### config.mk
export PLATFORM = sky130hd
export DESIGN_NAME = esc_class_ctrl
export DESIGN_NICKNAME = d
export VERILOG_FILES = /design/src/rtl/esc_ctrl_pkg.sv /design/src/rtl/esc_accum.sv /design/src/rtl/esc_seq.sv /design/src/rtl/esc_outmap.sv /design/src/rtl/esc_class_ctrl.sv
export SDC_FILE = /design/constraint.sdc
export NUM_CORES = 1
export LEC_CHECK = 0
export ABC_AREA = 1
export CORE_MARGIN = 2
export CORE_UTILIZATION = 31
export CTS_CLUSTER_SIZE = 30
export DETAILED_ROUTE_END_ITERATION = 10
export SLEW_MARGIN = 20
export SYNTH_ARGS = -nofsm -noshare
export SYNTH_HDL_FRONTEND = slang
export SYNTH_SLANG_ARGS = --single-unit
### constraint.sdc
create_clock -name clk_i -period 3.1 [get_ports clk_i]
set_clock_uncertainty 0.15 [all_clocks]
set_input_delay 0.775 -clock clk_i [delete_from_list [all_inputs] [get_ports clk_i]]
set_output_delay 0.775 -clock clk_i [all_outputs]
set_load 0.05 [all_outputs]
### src/rtl/esc_ctrl_pkg.sv
package esc_ctrl_pkg;
  localparam int unsigned NUM_PHASES = 4;
  localparam int unsigned PH_W       = $clog2(NUM_PHASES);

  typedef enum logic [2:0] {
    ST_IDLE    = 3'd0,
    ST_TIMEOUT = 3'd1,
    ST_PH0     = 3'd2,
    ST_PH1     = 3'd3,
    ST_PH2     = 3'd4,
    ST_PH3     = 3'd5,
    ST_TERM    = 3'd6
  } esc_state_e;

  function automatic logic is_phase(esc_state_e s);
    return (s >= ST_PH0) && (s <= ST_PH3);
  endfunction

  function automatic logic [PH_W-1:0] phase_idx(esc_state_e s);
    logic [2:0] d;
    d = 3'(s) - 3'(ST_PH0);
    return d[PH_W-1:0];
  endfunction
endpackage

### src/rtl/esc_accum.sv
module esc_accum #(
  parameter int unsigned ACCU_W = 16
) (
  input  logic              clk_i,
  input  logic              rst_ni,
  input  logic              en_i,
  input  logic              trig_i,
  input  logic              clr_i,
  input  logic [ACCU_W-1:0] thresh_i,
  output logic [ACCU_W-1:0] cnt_o,
  output logic              fire_o
);
  localparam logic [ACCU_W-1:0] CntMax = '1;

  logic hit;
  assign hit    = en_i && trig_i;
  assign fire_o = hit && (cnt_o >= thresh_i);

  always_ff @(posedge clk_i or negedge rst_ni) begin
    if (!rst_ni) begin
      cnt_o <= '0;
    end else if (clr_i) begin
      cnt_o <= '0;
    end else if (hit && (cnt_o != CntMax)) begin
      cnt_o <= cnt_o + 1'b1;
    end
  end
endmodule

### src/rtl/esc_seq.sv
module esc_seq
  import esc_ctrl_pkg::*;
#(
  parameter int unsigned CNT_W = 32
) (
  input  logic                             clk_i,
  input  logic                             rst_ni,
  input  logic                             en_i,
  input  logic                             fire_i,
  input  logic                             pend_i,
  input  logic                             clr_i,
  input  logic [CNT_W-1:0]                 timeout_i,
  input  logic [NUM_PHASES-1:0][CNT_W-1:0] phase_cyc_i,
  output esc_state_e                       state_o,
  output logic [CNT_W-1:0]                 cnt_o,
  output logic                             start_o
);
  localparam logic [CNT_W-1:0] One = CNT_W'(1);

  esc_state_e       nxt_st;
  logic [CNT_W-1:0] nxt_cnt;
  logic [CNT_W-1:0] cur_len;

  assign cur_len = phase_cyc_i[phase_idx(state_o)];

  always_comb begin
    nxt_st  = state_o;
    nxt_cnt = cnt_o;
    start_o = 1'b0;
    if (clr_i) begin
      nxt_st  = ST_IDLE;
      nxt_cnt = '0;
    end else begin
      unique case (state_o)
        ST_IDLE: begin
          if (fire_i) begin
            nxt_st  = ST_PH0;
            nxt_cnt = One;
            start_o = 1'b1;
          end else if (en_i && pend_i && (timeout_i != '0)) begin
            nxt_st  = ST_TIMEOUT;
            nxt_cnt = One;
          end
        end
        ST_TIMEOUT: begin
          if (fire_i || (pend_i && (cnt_o >= timeout_i))) begin
            nxt_st  = ST_PH0;
            nxt_cnt = One;
            start_o = 1'b1;
          end else if (!pend_i) begin
            nxt_st  = ST_IDLE;
            nxt_cnt = '0;
          end else begin
            nxt_cnt = cnt_o + One;
          end
        end
        ST_PH0, ST_PH1, ST_PH2, ST_PH3: begin
          if (cnt_o >= cur_len) begin
            if (state_o == ST_PH3) begin
              nxt_st  = ST_TERM;
              nxt_cnt = '0;
            end else begin
              nxt_st  = esc_state_e'(3'(state_o) + 3'd1);
              nxt_cnt = One;
            end
          end else begin
            nxt_cnt = cnt_o + One;
          end
        end
        default: begin
          nxt_st  = ST_TERM;
          nxt_cnt = '0;
        end
      endcase
    end
  end

  always_ff @(posedge clk_i or negedge rst_ni) begin
    if (!rst_ni) begin
      state_o <= ST_IDLE;
      cnt_o   <= '0;
    end else begin
      state_o <= nxt_st;
      cnt_o   <= nxt_cnt;
    end
  end
endmodule

### src/rtl/esc_outmap.sv
module esc_outmap
  import esc_ctrl_pkg::*;
#(
  parameter int unsigned NUM_OUT = 4
) (
  input  esc_state_e                   state_i,
  input  logic [NUM_OUT-1:0]           out_en_i,
  input  logic [NUM_OUT-1:0][PH_W-1:0] out_map_i,
  output logic [NUM_OUT-1:0]           esc_o
);
  logic            active;
  logic [PH_W-1:0] idx;

  assign active = is_phase(state_i);
  assign idx    = phase_idx(state_i);

  for (genvar g = 0; g < NUM_OUT; g++) begin : g_out
    assign esc_o[g] = active && out_en_i[g] && (out_map_i[g] == idx);
  end
endmodule

### src/rtl/esc_class_ctrl.sv
module esc_class_ctrl
  import esc_ctrl_pkg::*;
#(
  parameter int unsigned ACCU_W  = 16,
  parameter int unsigned CNT_W   = 32,
  parameter int unsigned NUM_OUT = 4
) (
  input  logic                             clk_i,
  input  logic                             rst_ni,
  input  logic                             class_en_i,
  input  logic                             lock_i,
  input  logic                             clr_en_i,
  input  logic                             trig_i,
  input  logic                             irq_pend_i,
  input  logic                             clr_i,
  input  logic [ACCU_W-1:0]                accu_thresh_i,
  input  logic [CNT_W-1:0]                 timeout_i,
  input  logic [NUM_PHASES-1:0][CNT_W-1:0] phase_cyc_i,
  input  logic [NUM_OUT-1:0]               out_en_i,
  input  logic [NUM_OUT-1:0][PH_W-1:0]     out_map_i,
  output logic [NUM_OUT-1:0]               esc_o,
  output logic [2:0]                       state_o,
  output logic [ACCU_W-1:0]                accu_cnt_o,
  output logic [CNT_W-1:0]                 esc_cnt_o
);
  logic       clr_lock;
  logic       clr_ok;
  logic       fire;
  logic       start;
  esc_state_e st;

  assign clr_ok = clr_i && clr_en_i && !clr_lock;

  always_ff @(posedge clk_i or negedge rst_ni) begin
    if (!rst_ni) begin
      clr_lock <= 1'b0;
    end else if (start && lock_i) begin
      clr_lock <= 1'b1;
    end
  end

  esc_accum #(.ACCU_W(ACCU_W)) u_accum (
    .clk_i    (clk_i),
    .rst_ni   (rst_ni),
    .en_i     (class_en_i),
    .trig_i   (trig_i),
    .clr_i    (clr_ok),
    .thresh_i (accu_thresh_i),
    .cnt_o    (accu_cnt_o),
    .fire_o   (fire)
  );

  esc_seq #(.CNT_W(CNT_W)) u_seq (
    .clk_i       (clk_i),
    .rst_ni      (rst_ni),
    .en_i        (class_en_i),
    .fire_i      (fire),
    .pend_i      (irq_pend_i),
    .clr_i       (clr_ok),
    .timeout_i   (timeout_i),
    .phase_cyc_i (phase_cyc_i),
    .state_o     (st),
    .cnt_o       (esc_cnt_o),
    .start_o     (start)
  );

  esc_outmap #(.NUM_OUT(NUM_OUT)) u_outmap (
    .state_i   (st),
    .out_en_i  (out_en_i),
    .out_map_i (out_map_i),
    .esc_o     (esc_o)
  );

  assign state_o = 3'(st);
endmodule

==> impl_metrics.env, run 1 <==
export IMPL_clk_pin_slew_ps=70
export IMPL_grt_first_pass_wirelength_um=38140
export IMPL_grt_max_degree=45
export IMPL_hold_viol_final=0
export IMPL_cts_tree="done"
export IMPL_syn2layout_area_growth_pct=65.34
export IMPL_critPathLaunchType="primary input"
export IMPL_layout_common_cells="295 x nand2_1, 205 x clkdlybuf4s50_1, 113 x inv_1"
export IMPL_antenna_found_initial=1
export IMPL_hold_class="flip-flop to flip-flop"
export IMPL_core_sq_um=20960
export IMPL_worst_pin_slew_ps=697.2
export IMPL_crit_slowest_cell="clkdlybuf4s50_1"
export IMPL_h_tree_depth=2
export IMPL_ir_worst_vdd_v=0.0005242
export IMPL_cp_required_ps=3140
export IMPL_maxCapViolCount=0
export IMPL_post_drt_via_cell_ratio=4.978
export IMPL_path_max_fanout=8
export IMPL_syn_nets=1291
export IMPL_track_usage=0.2160
export IMPL_drcViolationCount=0
export IMPL_p_per_area_nw_per_um2=601.2
export IMPL_crit_path_start="phase_cyc_i[121]"
export IMPL_synth_cell_types=43
export IMPL_initial_core_util=0.3149
export IMPL_fin_util=0.5207
export IMPL_setup_viol=0
export IMPL_p_seq_frac=0.145
export IMPL_num_vias=7820
export IMPL_status="complete, no violations"
export IMPL_cpPeakStageDelay_ps=460
export IMPL_dieArea_sq_um=22470
export IMPL_swShare=0.4930
export IMPL_setup_ws_ps=73.99
export IMPL_maxSlewViolCount=0
export IMPL_fin_setup_tns_ps=0
export IMPL_rows=53
export IMPL_endpoint="u_seq.cnt_o[19]$_DFFE_PN0P_"
export IMPL_cts_buffers_inserted=5
export IMPL_grt_pass1_vias=7195
export IMPL_fin_hold_ws_ps=306.6
export IMPL_p_sw_uw=3234
export IMPL_yosysWarnings=0
export IMPL_io_buffer_count=250
export IMPL_clk_path_buf_depth=2
export IMPL_grt_ovfl_total=0
export IMPL_nets=1576
export IMPL_wl_per_cell_um=16.98
export IMPL_final_antenna_net_count=0
export IMPL_critPathCaptureType="flip-flop"
export IMPL_arrival_ps=3060
export IMPL_avgSynthCellArea_sq_um=6.540
export IMPL_ff2ff_path_depth=15
export IMPL_p_comb_frac=0.768
export IMPL_path_common_cell="nand2_1"
export IMPL_cts_root_buf="clkbuf_16"
export IMPL_fp_dieH_um=149.9
export IMPL_syn_area_sq_um=6599
export IMPL_finalWirelength_um=26680
export IMPL_syn_inst=1009
export IMPL_slew_headroom=0.5352
export IMPL_fmax_mhz=330.5
export IMPL_synth_top_cells_by_area="dfrtp_1 20%, nand2_1 18%, ha_1 16%"
export IMPL_path_cells="clkdlybuf4s50_1 > nand2_1 > a32o_2 > ha_4 > nand2_1 > nor2_2 > nand2_2 > nor2_4 > nand4_1 > nand4_1 > o21ai_4 > buf_6 > clkbuf_16 > nand3_1 > nand2_1"
export IMPL_pre_cts_slack_ps=-306.4
export IMPL_io_pins=251
export IMPL_min_delay_start="clr_lock$_DFFE_PN0P_"
export IMPL_firstDrtPassIters=5
export IMPL_power_share_clock=0.087
export IMPL_die_x_um=149.9
export IMPL_synth_top_area_frac=0.1972
export IMPL_p_total_uw=6559
export IMPL_drt_initial_drc_count=458
export IMPL_finalWeightedCongestion=0.8950
export IMPL_post_route_period_util=0.9761
export IMPL_r2r_end="u_seq.cnt_o[19]$_DFFE_PN0P_"
export IMPL_dpl_hpwl_um=20410
export IMPL_drive_gt1_frac=0.1753
export IMPL_r2r_start="u_seq.state_o[0]$_DFFE_PN0P_"
export IMPL_clkLatencyLatePin_ps=290
export IMPL_synth_seq_cells=52
export IMPL_path_class="primary input to flip-flop"
export IMPL_yosysTopAreaCell="dfrtp_1"
export IMPL_fill_cells=2049
export IMPL_power_leakage_uw=0.005530
export IMPL_internal_power_uw=3325
export IMPL_r2r_setup_slack_ps=120
export IMPL_cts_sinks=52
export IMPL_ys_seq_area_frac=0.1972
export IMPL_final_common_cell="nand2_1"
export IMPL_period_minus_slack_ps=3026
==> what timing repair did <==
action	in CTS	in global routing
hold buffers	0	0
setup endpoints to repair	14	40
resized for setup	4	169
setup buffers	0	8
cloned	0	7
pin swaps	0	68
==> worst min path at each step <==
stage | cells after the start | end | slack [ps]
final | 2 | clr_lock$_DFFE_PN0P_ | 310
after global routing | 2 | clr_lock$_DFFE_PN0P_ | 380
after CTS | 2 | clr_lock$_DFFE_PN0P_ | 310
after detailed placement | 2 | clr_lock$_DFFE_PN0P_ | 290
after global placement | 2 | clr_lock$_DFFE_PN0P_ | 290
after floorplan | 2 | clr_lock$_DFFE_PN0P_ | 270
==> final cells by class <==
class	count	area, sq um	area share
multi-input cells	791	5291	0.4850
inverters	134	514.2	0.04713
clock buffers	8	146.4	0.01342
well taps	275	344.1	0.03154
repair buffers	310	3308	0.3032
flip-flops and latches	52	1304	0.1195
diodes	1	2.502	0.0002294
==> flip-flops by register name (all words and copies together), names as in the netlist <==
name	count
u_seq.cnt_o	32
u_accum.cnt_o	16
u_seq.state_o	3
clr_lock	1
==> power by group through the flow <==
stage                     combinational, uW  sequential (uW)  clock, uW
final                                  5040              952        571
after floorplan                        2390             1190          0
after detailed placement               4110              954          0
after global placement                 4080              952          0
after CTS                              4140              943        590
after global routing                   5460              969        614
==> worst max-delay path: cells and delay by family <==
family,cells,cell delay (ps)
AO/OA/AOI/OAI,2,370
adder cells (fa/ha/maj),1,270
buffers and inverters,3,760
AND/OR/NAND/NOR,9,860
==> per-layer routing <==
layer  track usage  vias up  share of wire
met5             0        -              0
met4       0.04434        0          0.019
met3       0.02622       29          0.073
met2        0.3737      275           0.48
met1        0.2887     3583           0.43
li1              -     3933              -
==> cells in the mapped netlist (all sizes together) <==
master and n:
a221oi 1, a2111oi 4, a32o 30, clkinv 2
a211oi 2, xnor2 14, nand2 324, o21bai 1
o21ai 28, inv 132, nor3 23, a21oi 70
a31oi 3, nor2 80, buf 13, o21a 4
o31ai 1, nand4 13, nor4 4, ha 86
a21o 5, dfrtp 52, o22ai 6, nand3b 2
and3 1, clkbuf 19, xor2 16, nand3 73
==> per-stage QoR <==
| stage | instance area (sq um) | instances |
|---|---|---|
| finish | 10910 | 1571 |
| global route | 10910 | 1571 |
| CTS | 9967 | 1555 |
| detailed placement | 9804 | 1547 |
| global placement | 9804 | 1547 |
| floorplan | 6688 | 1009 |
==> kinds of logic after synthesis <==
group | after synthesis | synth area share
AOI/OAI and AO/OA | 155 | 0.1521
DFF | 52 | 0.1972
adders and majority gates | 86 | 0.1631
and+or+nand+nor | 520 | 0.3464
buffers and inverters | 166 | 0.1014
xor gates and xnor gates | 30 | 0.03982
Note: power is estimated with default switching activity, not from simulation.
==> run 2: changes to the inputs <==
--- a/config.mk
+++ b/config.mk
@@ -7,7 +7,7 @@
 export LEC_CHECK = 0
 export ABC_AREA = 1
 export CORE_MARGIN = 2
-export CORE_UTILIZATION = 31
+export CORE_UTILIZATION = 25
 export CTS_CLUSTER_SIZE = 30
 export DETAILED_ROUTE_END_ITERATION = 10
 export SLEW_MARGIN = 20
==> run 2 against run 1 <==
Effect of this change: design area up 0.77%; first-iteration DRC count up 3.1%; sequential power down 2.3%; fmax down 2.0%; die area up 23%; global-route usage down 3.0 points; core utilization down 9.8 points; register-to-register slack worse by 40 ps; wire length up 2.1%; largest cell class unchanged; largest power group unchanged; highest routed layer unchanged.
==> impl_metrics.env, run 2 (synthesis results as in run 1) <==
export IMPL_top_regs="u_seq.cnt_o (32), u_accum.cnt_o (16), u_seq.state_o (3)"
export IMPL_cts_tree="done"
export IMPL_status="complete, no violations"
export IMPL_hold_class="primary input to asynchronous set/reset pin"
export IMPL_io_buffer_count=250
export IMPL_antenna_found_initial=0
export IMPL_worst_pin_slew_ps=567.3
export IMPL_nets=1579
export IMPL_cp_required_ps=3140
export IMPL_met1_usage=0.2464
export IMPL_initial_core_util=0.2539
export IMPL_drcViolationCount=0
export IMPL_rows=59
export IMPL_multi_input_area_sq_um=5279
export IMPL_clk_pin_slew_ps=70
export IMPL_fill_cells=2668
export IMPL_wl_per_cell_um=16.67
export IMPL_busiest_layer="met2"
export IMPL_r2r_setup_slack_ps=80
export IMPL_p_sw_uw=3265
export IMPL_path_delay_family="simple AND/OR/NAND/NOR gates"
export IMPL_firstDrtPassIters=5
export IMPL_final_antenna_net_count=0
export IMPL_slew_headroom=0.6206
export IMPL_io_pins=251
export IMPL_grt_ovfl_total=0
export IMPL_drive_gt1_frac=0.1695
export IMPL_crit_slowest_cell="clkdlybuf4s50_1"
export IMPL_dieArea_sq_um=27710
export IMPL_drt_initial_drc_count=472
export IMPL_clkLatencyLatePin_ps=300
export IMPL_met3_usage=0.03232
export IMPL_num_vias=7820
export IMPL_p_comb_frac=0.764
export IMPL_power_share_clock=0.097
export IMPL_p_per_area_nw_per_um2=608.2
export IMPL_top_register="u_seq.cnt_o"
export IMPL_antenna_cells=0
export IMPL_rsz0062_at_grt="true"
export IMPL_period_minus_slack_ps=3087
export IMPL_fmax_mhz=323.9
export IMPL_largest_reg_flops=32
export IMPL_setup_viol=0
export IMPL_grt_use_met2=0.3193
export IMPL_dpl_hpwl_um=21360
export IMPL_p_seq_frac=0.139
export IMPL_maxSlewViolCount=0
export IMPL_layout_common_cells="296 x nand2_1, 202 x clkdlybuf4s50_1, 122 x inv_1"
export IMPL_cts_buffers_inserted=5
export IMPL_final_common_cell="nand2_1"
export IMPL_path_cells="clkdlybuf4s50_1 > nand2_1 > a32o_2 > ha_4 > nand2_4 > nor2_4 > nand2_2 > nor2_4 > nand4_1 > nand4_1 > o21ai_4 > buf_12 > clkbuf_16 > nand3_1 > nand2_1"
export IMPL_maxCapViolCount=0
export IMPL_finalWeightedCongestion=0.8643
export IMPL_hold_viol_final=0
export IMPL_critPathLaunchType="primary input"
export IMPL_post_route_period_util=0.9959
export IMPL_fp_dieH_um=166.5
export IMPL_final_cells=1633
export IMPL_grt_max_degree=54
export IMPL_cpPeakStageDelay_ps=460
export IMPL_ir_worst_vdd_v=0.0004319
export IMPL_arrival_ps=3130
export IMPL_path_max_fanout=6
export IMPL_path_buf_inv=3
export IMPL_cts_sinks=52
export IMPL_core_sq_um=25980
export IMPL_syn2layout_area_growth_pct=66.61
export IMPL_grt_pass1_vias=7658
export IMPL_critPathCaptureType="flip-flop"
export IMPL_swShare=0.4883
export IMPL_post_drt_via_cell_ratio=4.789
export IMPL_internal_power_uw=3421
export IMPL_p_total_uw=6686
export IMPL_postCtsHoldBufs=0
export IMPL_die_x_um=166.5
export IMPL_h_tree_depth=2
export IMPL_track_usage=0.1863
export IMPL_clk_path_buf_depth=2
export IMPL_power_leakage_uw=0.005610
export IMPL_cts_root_buf="clkbuf_16"
export IMPL_regArea_sq_um=1304
export IMPL_path_class="primary input to flip-flop"
export IMPL_dp_cells=1615
export IMPL_grt_first_pass_wirelength_um=41640
export IMPL_finalWirelength_um=27230
-- run 2: final timing paths --
| path | from | end | cells past startpoint |
|---|---|---|---|
| max in group asynchronous | rst_ni | u_seq.state_o[0]$_DFFE_PN0P_ | 2 |
| setup reg to reg | u_seq.state_o[0]$_DFFE_PN0P_ | u_seq.cnt_o[26]$_DFFE_PN0P_ | 16 |
| min in group clk_i | clr_lock$_DFFE_PN0P_ | clr_lock$_DFFE_PN0P_ | 2 |
| hold / removal | rst_ni | u_accum.cnt_o[14]$_DFFE_PN0P_ | 2 |
| hold reg to reg | clr_lock$_DFFE_PN0P_ | clr_lock$_DFFE_PN0P_ | 2 |
| setup / recovery | phase_cyc_i[125] | u_seq.cnt_o[26]$_DFFE_PN0P_ | 15 |
-- run 2: layer usage --
metal / up-vias / part of all wire
met3: 30 / 0.065
met2: 274 / 0.47
met5: - / 0
li1: 3923 / -
met1: 3593 / 0.44
met4: 0 / 0.021
-- run 2: what timing repair did --
| item | 4_1_cts | 5_1_grt |
|---|---|---|
| pin swaps | 7 | 37 |
| gates resized for setup | 7 | 158 |
| cloned | 0 | 6 |
| endpoints found under the hold margin | 0 | 0 |
| buffers inserted | 1 | 3 |
| endpoints found under the setup margin | 35 | 37 |
-- run 2: area by class of cell --
| type | count | area share |
|---|---|---|
| multi-input cells | 791 | 0.4801 |
| repair buffers | 313 | 0.3020 |
| flip-flops and latches | 52 | 0.1186 |
| inverters | 134 | 0.04620 |
| well taps | 335 | 0.03812 |
| clock buffers | 6 | 0.01172 |
| clock inverters | 2 | 0.003187 |
-- run 2: power groups by stage --
stage / clock network [uW] / registers (uW) / logic (uW)
finish: 649 / 930 / 5110
global route: 695 / 950 / 5590
CTS: 662 / 927 / 4240
detailed placement: 0 / 937 / 4220
global placement: 0 / 940 / 4160
floorplan: 0 / 1190 / 2390
-- run 2: metrics by stage --
step	worst slack, ps	setup TNS (ps)	area [sq um]	hold WS (ps)	utilization
global route	-68.92	-1620	10990	322.7	0.4231
global placement	-392.5	-12990	9965	289.0	0.3835
CTS	4.247	0	10150	309.3	0.3906
floorplan	-32.04	-32.04	6688	271.7	-
finish	12.62	0	10990	302.0	0.4231
detailed placement	-425.6	-13920	9965	292.1	0.3835
